### config.mk
export PLATFORM = sky130hd
export DESIGN_NAME = bank_grp_sched
export DESIGN_NICKNAME = d
export VERILOG_FILES = /design/src/rtl/bgs_pkg.sv /design/src/rtl/bgs_grp_map.sv /design/src/rtl/bgs_unit_seq.sv /design/src/rtl/bgs_wr_arb.sv /design/src/rtl/bank_grp_sched.sv
export SDC_FILE = /design/constraint.sdc
export NUM_CORES = 1
export LEC_CHECK = 0
export BUFFER_PORTS_ARGS = -buffer_cell sky130_fd_sc_hd__buf_2
export CAP_MARGIN = 20
export CORE_MARGIN = 2
export CORE_UTILIZATION = 37
export DETAILED_ROUTE_END_ITERATION = 8
export GPL_ROUTABILITY_DRIVEN = 1
export HOLD_SLACK_MARGIN = 0.06
export PLACE_DENSITY = 0.57
export SYNTH_ARGS = -nofsm -noshare
export SYNTH_HDL_FRONTEND = slang
export SYNTH_SLANG_ARGS = --single-unit
export TNS_END_PERCENT = 20
### constraint.sdc
create_clock -name clk -period 1.2 [get_ports clk]
set_input_delay 0.06 -clock clk [delete_from_list [all_inputs] [get_ports clk]]
set_output_delay 0.06 -clock clk [all_outputs]
set_load 0.01 [all_outputs]
### src/rtl/bgs_pkg.sv
package bgs_pkg;
  // Offset between the windows of neighbouring compute units.
  localparam int unsigned BGS_STEP = 2;
  // Distance between the ping and pong group of one frame parity.
  localparam int unsigned BGS_SPAN = 2;
  // Groups needed by a chain of n units.
  function automatic int unsigned bgs_groups_needed(input int unsigned n);
    return n * BGS_STEP + BGS_SPAN;
  endfunction
endpackage

### src/rtl/bgs_grp_map.sv
module bgs_grp_map #(
  parameter int unsigned GW   = 3,
  parameter int unsigned UNIT = 0
) (
  input  logic          par_i,
  input  logic          far_i,
  output logic [GW-1:0] grp_o
);
  import bgs_pkg::*;
  localparam logic [GW-1:0] BASE = GW'(UNIT * BGS_STEP);
  localparam logic [GW-1:0] SPAN = GW'(BGS_SPAN);

  always_comb begin
    grp_o = BASE + (far_i ? SPAN : '0) + {{(GW-1){1'b0}}, par_i};
  end
endmodule

### src/rtl/bgs_unit_seq.sv
module bgs_unit_seq #(
  parameter int unsigned LCW  = 4,
  parameter int unsigned GW   = 3,
  parameter int unsigned UNIT = 0
) (
  input  logic           clk,
  input  logic           rst_n,
  input  logic           start_i,
  input  logic           done_i,
  input  logic           par_i,
  input  logic [LCW-1:0] cnt_i,
  output logic           busy_o,
  output logic [GW-1:0]  rd_grp_o,
  output logic [GW-1:0]  wr_grp_o
);
  logic           busy_q, busy_d;
  logic           par_q, par_d;
  logic [LCW-1:0] lyr_q, lyr_d;
  logic [LCW-1:0] last_q, last_d;
  logic           accept, advance, upd_en;
  logic           phase;

  assign accept  = !busy_q && start_i && (cnt_i != '0);
  assign advance = busy_q && done_i;
  assign upd_en  = accept || advance;

  always_comb begin
    busy_d = busy_q;
    par_d  = par_q;
    lyr_d  = lyr_q;
    last_d = last_q;
    if (accept) begin
      busy_d = 1'b1;
      par_d  = par_i;
      lyr_d  = '0;
      last_d = cnt_i - 1'b1;
    end else if (advance) begin
      if (lyr_q == last_q) begin
        busy_d = 1'b0;
      end else begin
        lyr_d = lyr_q + 1'b1;
      end
    end
  end

  always_ff @(posedge clk or negedge rst_n) begin
    if (!rst_n) begin
      busy_q <= 1'b0;
      par_q  <= 1'b0;
      lyr_q  <= '0;
      last_q <= '0;
    end else if (upd_en) begin
      busy_q <= busy_d;
      par_q  <= par_d;
      lyr_q  <= lyr_d;
      last_q <= last_d;
    end
  end

  assign phase  = lyr_q[0];
  assign busy_o = busy_q;

  bgs_grp_map #(.GW(GW), .UNIT(UNIT)) rd_map_i (
    .par_i (par_q),
    .far_i (phase),
    .grp_o (rd_grp_o)
  );

  bgs_grp_map #(.GW(GW), .UNIT(UNIT)) wr_map_i (
    .par_i (par_q),
    .far_i (!phase),
    .grp_o (wr_grp_o)
  );
endmodule

### src/rtl/bgs_wr_arb.sv
module bgs_wr_arb #(
  parameter int unsigned NUNIT = 3,
  parameter int unsigned GW    = 3
) (
  input  logic [NUNIT-1:0]    req_i,
  input  logic [NUNIT*GW-1:0] grp_i,
  output logic [NUNIT-1:0]    gnt_o,
  output logic                clash_o
);
  logic [NUNIT-1:0] blocked;

  always_comb begin
    blocked = '0;
    for (int u = 1; u < NUNIT; u++) begin
      for (int v = 0; v < u; v++) begin
        if (req_i[u] && req_i[v] && (grp_i[u*GW +: GW] == grp_i[v*GW +: GW])) begin
          blocked[u] = 1'b1;
        end
      end
    end
    gnt_o   = req_i & ~blocked;
    clash_o = |blocked;
  end
endmodule

### src/rtl/bank_grp_sched.sv
module bank_grp_sched #(
  parameter int unsigned NUNIT = 3,
  parameter int unsigned NGRP  = 8,
  parameter int unsigned LCW   = 4,
  parameter int unsigned GW    = (NGRP > 1) ? $clog2(NGRP) : 1
) (
  input  logic                 clk,
  input  logic                 rst_n,
  input  logic [NUNIT-1:0]     frm_start,
  input  logic                 frm_odd,
  input  logic [NUNIT*LCW-1:0] layer_cnt,
  input  logic [NUNIT-1:0]     layer_done,
  output logic [NUNIT*GW-1:0]  rd_grp,
  output logic [NUNIT*GW-1:0]  wr_grp,
  output logic [NUNIT-1:0]     rd_en,
  output logic [NUNIT-1:0]     wr_en,
  output logic [NUNIT-1:0]     unit_rdy,
  output logic                 conflict_err
);
  import bgs_pkg::*;

  initial begin
    if (bgs_groups_needed(NUNIT) > NGRP) begin
      $display("bank_grp_sched: NGRP too small for NUNIT");
    end
  end

  // Reset: asserted asynchronously, released on a clock edge.
  logic [1:0] rst_sync_q;
  logic       rst_int_n;

  always_ff @(posedge clk or negedge rst_n) begin
    if (!rst_n) begin
      rst_sync_q <= 2'b00;
    end else begin
      rst_sync_q <= {rst_sync_q[0], 1'b1};
    end
  end
  assign rst_int_n = rst_sync_q[1];

  logic [NUNIT-1:0] busy;

  for (genvar u = 0; u < NUNIT; u++) begin : g_unit
    bgs_unit_seq #(.LCW(LCW), .GW(GW), .UNIT(u)) seq_i (
      .clk      (clk),
      .rst_n    (rst_int_n),
      .start_i  (frm_start[u]),
      .done_i   (layer_done[u]),
      .par_i    (frm_odd),
      .cnt_i    (layer_cnt[u*LCW +: LCW]),
      .busy_o   (busy[u]),
      .rd_grp_o (rd_grp[u*GW +: GW]),
      .wr_grp_o (wr_grp[u*GW +: GW])
    );
  end

  logic clash;

  bgs_wr_arb #(.NUNIT(NUNIT), .GW(GW)) arb_i (
    .req_i   (busy),
    .grp_i   (wr_grp),
    .gnt_o   (wr_en),
    .clash_o (clash)
  );

  assign rd_en    = busy;
  assign unit_rdy = ~busy;

  logic err_d, err_q;
  assign err_d = clash;

  always_ff @(posedge clk or negedge rst_int_n) begin
    if (!rst_int_n) begin
      err_q <= 1'b0;
    end else begin
      err_q <= err_d;
    end
  end
  assign conflict_err = err_q;
endmodule

# After elaboration in Yosys (flattened, before gate mapping)
# Index checks and enable logic that the tools add are counted.
[op_classes] n_mul=0 shift=0 n_mux=27 magnitude_cmp=0 eq_ne=9 reduce_logical=40 div=0 bitwise=3 addsub=16
[op_table] operator="2-to-1 mux 4 bit" count=9
[op_table] operator="adder 3 x 1 -> 3 bit" count=6
[op_table] operator="AND reduction 3 bit" count=6
[op_table] operator="logical AND 1 bit" count=15
[op_table] operator="adder 4 x 1 -> 4 bit (second input constant)" count=3
[op_table] operator="== test 4 bit" count=3
[op_table] operator="2-to-1 mux 1 bit" count=12
[op_table] operator="2-to-1 mux 2 bit" count=6
[op_table] operator="nonzero test 2 bit" count=6
[op_table] operator="nonzero test 4 bit" count=3
[op_table] operator="subtractor 4 x 1 -> 4 bit (second input constant)" count=3
[op_table] operator="== test 3 bit" count=3
[op_table] operator="adder 2 x 3 -> 3 bit (first input constant)" count=2
[op_table] operator="adder 3 bit (first input constant)" count=2
[op_table] operator="!= test 2 x 1 -> 1 bit (second input constant)" count=3
[op_table] operator="inverter 3 bit" count=2
[op_table] operator="AND reduction 2 bit" count=3
[op_table] operator="AND 3 bit" count=1
[op_table] operator="logical NOT 1 bit" count=3
[op_table] operator="logical OR 1 bit" count=3
[op_table] operator="OR reduction 2 bit" count=1
[totals] inputBits=21 wordCells=109 n_memories=0 reg_bits=33 output_inout_bits=28 ramBits=0 latch_bits=0 romBits=0

# Logic depth before layout (Yosys ltp)
[depth] depth_word=9 ltp_mapped=7 ltp_nobuf=6

# By module
# Synthesis repeated with hierarchy kept, for this count alone.
[hier_totals] hier_cells=204 hier_area_um2=1956.9
[modules_own_cells] mod="bgs_unit_seq" n_inst=3 cells_each=52 seq_area_each_um2=250.2 area_each_um2=529.3
[modules_own_cells] mod="bgs_wr_arb" n_inst=1 cells_each=19 seq_area_each_um2=0.0 area_each_um2=136.4
[modules_own_cells] mod="bgs_grp_map at g_unit[0].seq_i.rd_map_i ..." n_inst=4 cells_each=4 seq_area_each_um2=0.0 area_each_um2=26.3
[modules_own_cells] mod="bank_grp_sched" n_inst=1 cells_each=7 seq_area_each_um2=75.1 area_each_um2=90.1
[modules_own_cells] mod="bgs_grp_map at g_unit[1].seq_i.rd_map_i ..." n_inst=2 cells_each=3 seq_area_each_um2=0.0 area_each_um2=18.8

# Worst setup path after synthesis
# OpenSTA, ideal clock, no wires.
[synth_path] path_type="register -> register" start="reg g_unit[1].seq_i.lyr_q[0]" end="reg g_unit[1].seq_i.lyr_q[3]" n_path_buf=0 required_ns=1.121 arrival_ns=1.228 setup_ns=0.079 period_less_slack_ns=1.307 stages_incl_launch_ff=5 slack_ns=-0.107 cell_sequence="dfrtp_1 xnor2_1 a41oi_4 nand4_1 mux2i_1"
[synth_between] elab_chain_len=4 word_cells_on_any_way=7 classes_between="1 x add/sub; 2 x eq/ne; 3 x mux; 1 x reduce/logical"
[synth_lines] element="start: declaration" line="bgs_unit_seq.sv:18" rtl="logic [LCW-1:0] lyr_q, lyr_d;"
[synth_lines] element="start signal: assignment" line="bgs_unit_seq.sv:55" rtl="lyr_q <= lyr_d;"
[synth_lines] element="adder 4 x 1 -> 4 bit" line="bgs_unit_seq.sv:41" rtl="lyr_d = lyr_q + 1'b1;"
[synth_lines] element="2-to-1 mux 4 bit" line="bgs_unit_seq.sv:38" rtl="if (lyr_q == last_q) begin"
[synth_lines] element="2-to-1 mux 4 bit" line="bgs_unit_seq.sv:37" rtl="end else if (advance) begin"
[synth_lines] element="2-to-1 mux 4 bit" line="bgs_unit_seq.sv:32" rtl="if (accept) begin"
# Several ways; a longest one is shown, not always the timed one. The select of a mux whose other input is x is not followed.
# A chain may end at the register's enable or synchronous reset.

# Worst setup path after layout
[layout_path] start="reg g_unit[0].seq_i.lyr_q[0]" end="reg g_unit[0].seq_i.lyr_q[0]"
[layout_between] elab_chain_len=4 word_cells_on_any_way=7 classes_between="1 x add/sub; 2 x eq/ne; 3 x mux; 1 x reduce/logical"
[layout_lines] element="start: declaration" line="bgs_unit_seq.sv:18"
[layout_lines] element="start signal: assignment" line="bgs_unit_seq.sv:55"
[layout_lines] element="adder 4 x 1 -> 4 bit" line="bgs_unit_seq.sv:41"
[layout_lines] element="2-to-1 mux 4 bit" line="bgs_unit_seq.sv:38"
[layout_lines] element="2-to-1 mux 4 bit" line="bgs_unit_seq.sv:37"
[layout_lines] element="2-to-1 mux 4 bit" line="bgs_unit_seq.sv:32"
# Several ways; a longest one is shown, not always the timed one. The select of a mux whose other input is x is not followed.

==> impl_metrics.yaml <==
critical_path:
  cpLargestDelayFamily: "flip-flops"
  crit_buf_inv: 2
  cp_data_arrival_time_ps: 1570
  required_ps: 1370
  max_stage_delay_ps: 420
  end_kind: "register"
  crit_chain: "buf_6 > xnor2_4 > a41oi_4 > buf_4 > xnor2_1 > nor2_1"
  cp_slowest_cell: "dfrtp_2"
  worst_setup_path_start_kind: "register"
  crit_cells: 6
  critical_path_class: "reg -> reg"
  r2r_cells: 6
  path_max_fanout: 4
status:
  violations: "setup timing"
  status: "finished, violations left"
layout:
  syn_to_final_growth_pct: 48.1
  antenna_cells: 0
  final_nets: 315
  drive_gt1_share_pct: 46.7
  fill_cells: 469
timing:
  holdWs_ps: 71.1
  setup_tns_ps: -1310
  slew_viol_final: 0
  layout_setup_ws_ps: -196
  rsz0062_at_grt: "true"
  fin_crit_sh_pct: 116
  period_minus_slack_ps: 1400
  hold_viol_final: 0
  max_freq_mhz: 716
  setup_viol: 16
  skew_ps: 4.71
synth:
  ys_top_cells_by_count: "nand2_1 (37), dfrtp_1 (33), xnor2_1 (22)"
  synth_edf_count: 0
  netlist_instances: 204
  yosys_register_bits: 33
  yosysWarnings: 0
  syn_area_sq_um: 1900
  synth_most_common_cell: "nand2_1"
  async_flop_share_pct: 100
  synth_top_area_share_pct: 43.5
  syn-mean-instance-area_sq_um: 9.30
  synth_ff_type: "dfrtp_1"
  ys_seq_area_share_pct: 43.5
  synth_top_area_cell: "dfrtp_1"
  yosysUniqueCellTypes: 24
  synth_area_leaders: "dfrtp_1 (44%), xnor2_1 (10%), buf_4 (7.5%)"
global_route:
  grt_pass1_vias: 1582
  track_usage_pct: 16.7
  grt_pass1_wl_mm: 7.09
  grt_max_degree: 19
  overflow: 0
  antenna_found_initial: 0
flow_run:
  drv_cap: 0
die:
  die_area_sq_um: 5720
  core_sq_um: 5040
  start_util_pct: 37.6
  die_y_microns: 75.6
  fp-row-count: 26
  io_pins: 49
  chipWidth_microns: 75.6
routing:
  totalWireLength_mm: 4.30
  wl_per_cell_microns: 12.0
  first_iter_violations: 34
  viasPerCell: 4.53
  drt-pass1-iter-count: 4
  antenna_left: 0
  vias: 1627
  drc_errors: 0
pwr:
  vdd_drop_max_uv: 1020
  p_clk_share_pct: 12.6
  p_leak_nw: 1.41
  p_int_mw: 4.48
  p_switching_mw: 2.84
  cellPowerDensity_nw_per_um2: 2610
  switching_share_pct: 38.9
  power_frac_seq_pct: 29.5
  finalPower_mw: 7.32
  pwr-share-comb_pct: 57.9
clocking:
  cts_tree: "yes"
  clk_pin_slew_ps: 70
  clock-sinks: 33
  insertion_delay_ps: 280
  cts_inserted_buffers: 5
  clockRootBuffer: "clkbuf_8"
  htreeDepth: 2
  clock_path_buffers: 2
place:
  dp_hpwl_mm: 3.06
  port_buffers: 44
  gp_congestion: 0.712
worst_hold_path:
  hold_path.class: "in -> reg"
  min_path_cells: 3
## cells by family (layout without fill, tap and decap cells)
logic type	Yosys count	after routing	synth area share, %
flip-flops	33	33	43.5
AND/OR/NAND/NOR	57	57	13.6
AO/OA/AOI/OAI	34	34	11.8
adder cells (fa/ha/maj)	6	6	3.96
XOR/XNOR	22	22	10.2
buffers and inverters	42	124	12.3
multiplexers	8	8	4.29
other	2	5	0.396
## routing by layer
layer | global-route usage [%] | vias up | part of all wire, %
li1 | - | 812 | -
met1 | 20.7 | 764 | 44
met2 | 27.4 | 41 | 49
met3 | 5.03 | 10 | 4.5
met4 | 6.82 | 0 | 2.3
met5 | 0 | - | 0
## flip-flops by register name, indices dropped and copies added, names as in the netlist
name,cells
g_unit.seq_i.busy_o,3
rst_sync_q,2
g_unit.seq_i.lyr_q,12
conflict_err,1
g_unit.seq_i.par_q,3
g_unit.seq_i.last_q,12
## power groups by stage
stage | Combinational, mW | Clock (mW) | Sequential (mW)
floorplan | 2.13 | 0 | 2.13
finish | 4.24 | 0.922 | 2.16
global placement | 3.14 | 0 | 2.09
detailed placement | 3.20 | 0 | 2.11
CTS | 3.94 | 0.946 | 2.15
global route | 4.66 | 0.999 | 2.24
## worst paths after layout
kind,to,start,slack (ps)
worst min-delay path,g_unit[0].seq_i.last_q[3],layer_cnt[3],70
max in group asynchronous,g_unit[2].seq_i.lyr_q[0],rst_sync_q[1],760
min in group asynchronous,rst_sync_q[1],rst_n,80
worst min register to register,g_unit[1].seq_i.last_q[0],rst_sync_q[1],200
worst max-delay path,g_unit[0].seq_i.lyr_q[0],g_unit[0].seq_i.lyr_q[0],-200
worst max register to register,g_unit[0].seq_i.lyr_q[0],g_unit[0].seq_i.lyr_q[0],-200
## cells in the final DEF, fill, tap and decap left out, drive strengths merged, types with 2 or more instances in the layout
master        n
nor2          3
buf          92
a21oi         9
ha            6
dlygate4sd3   4
clkbuf        7
or2           3
nand4         6
o21ai        18
nor3          3
nand4b        2
o21a          2
dfrtp        33
mux2i         7
conb          5
inv          20
nand2        37
xnor2        22
nor2b         3
a41oi         3
## final cells by class
class                      instances  area (sq um)  area share, %
sequential                        33           832           29.6
inverter                          20          77.6           2.76
timing repair buffer              96           699           24.9
clock inverter                     1          5.00          0.178
multi-input combinational        132          1010           36.0
tap                               70          87.6           3.12
clock buffer                       7          96.3           3.43
## worst register-to-register path: stages (launching register included)
cell and delay [ps]:
dfrtp_2 420, buf_6 130, xnor2_4 130, a41oi_4 280
buf_4 170, xnor2_1 110, nor2_1 50
## what timing repair did
item | in CTS | in global routing
endpoints found under the hold margin | 7 | 0
resized for setup | 26 | 25
endpoints found under the setup margin | 16 | 38
hold buffers | 4 | 0
cloned | 0 | 0
pin swaps | 11 | 9
setup buffers | 12 | 1
## through the flow
stage                     area (sq um)  utilization (%)  worst slack [ps]  std cells
final                             2810             55.7              -196        359
after global routing              2810             55.7              -233        359
after CTS                         2720             54.0              -152        358
after detailed placement          2350             46.7             -89.1        334
after global placement            2350             46.7             -64.9        334
after floorplan                   1940                -             -15.4        207
No activity file was read; power rests on OpenSTA's default activity.
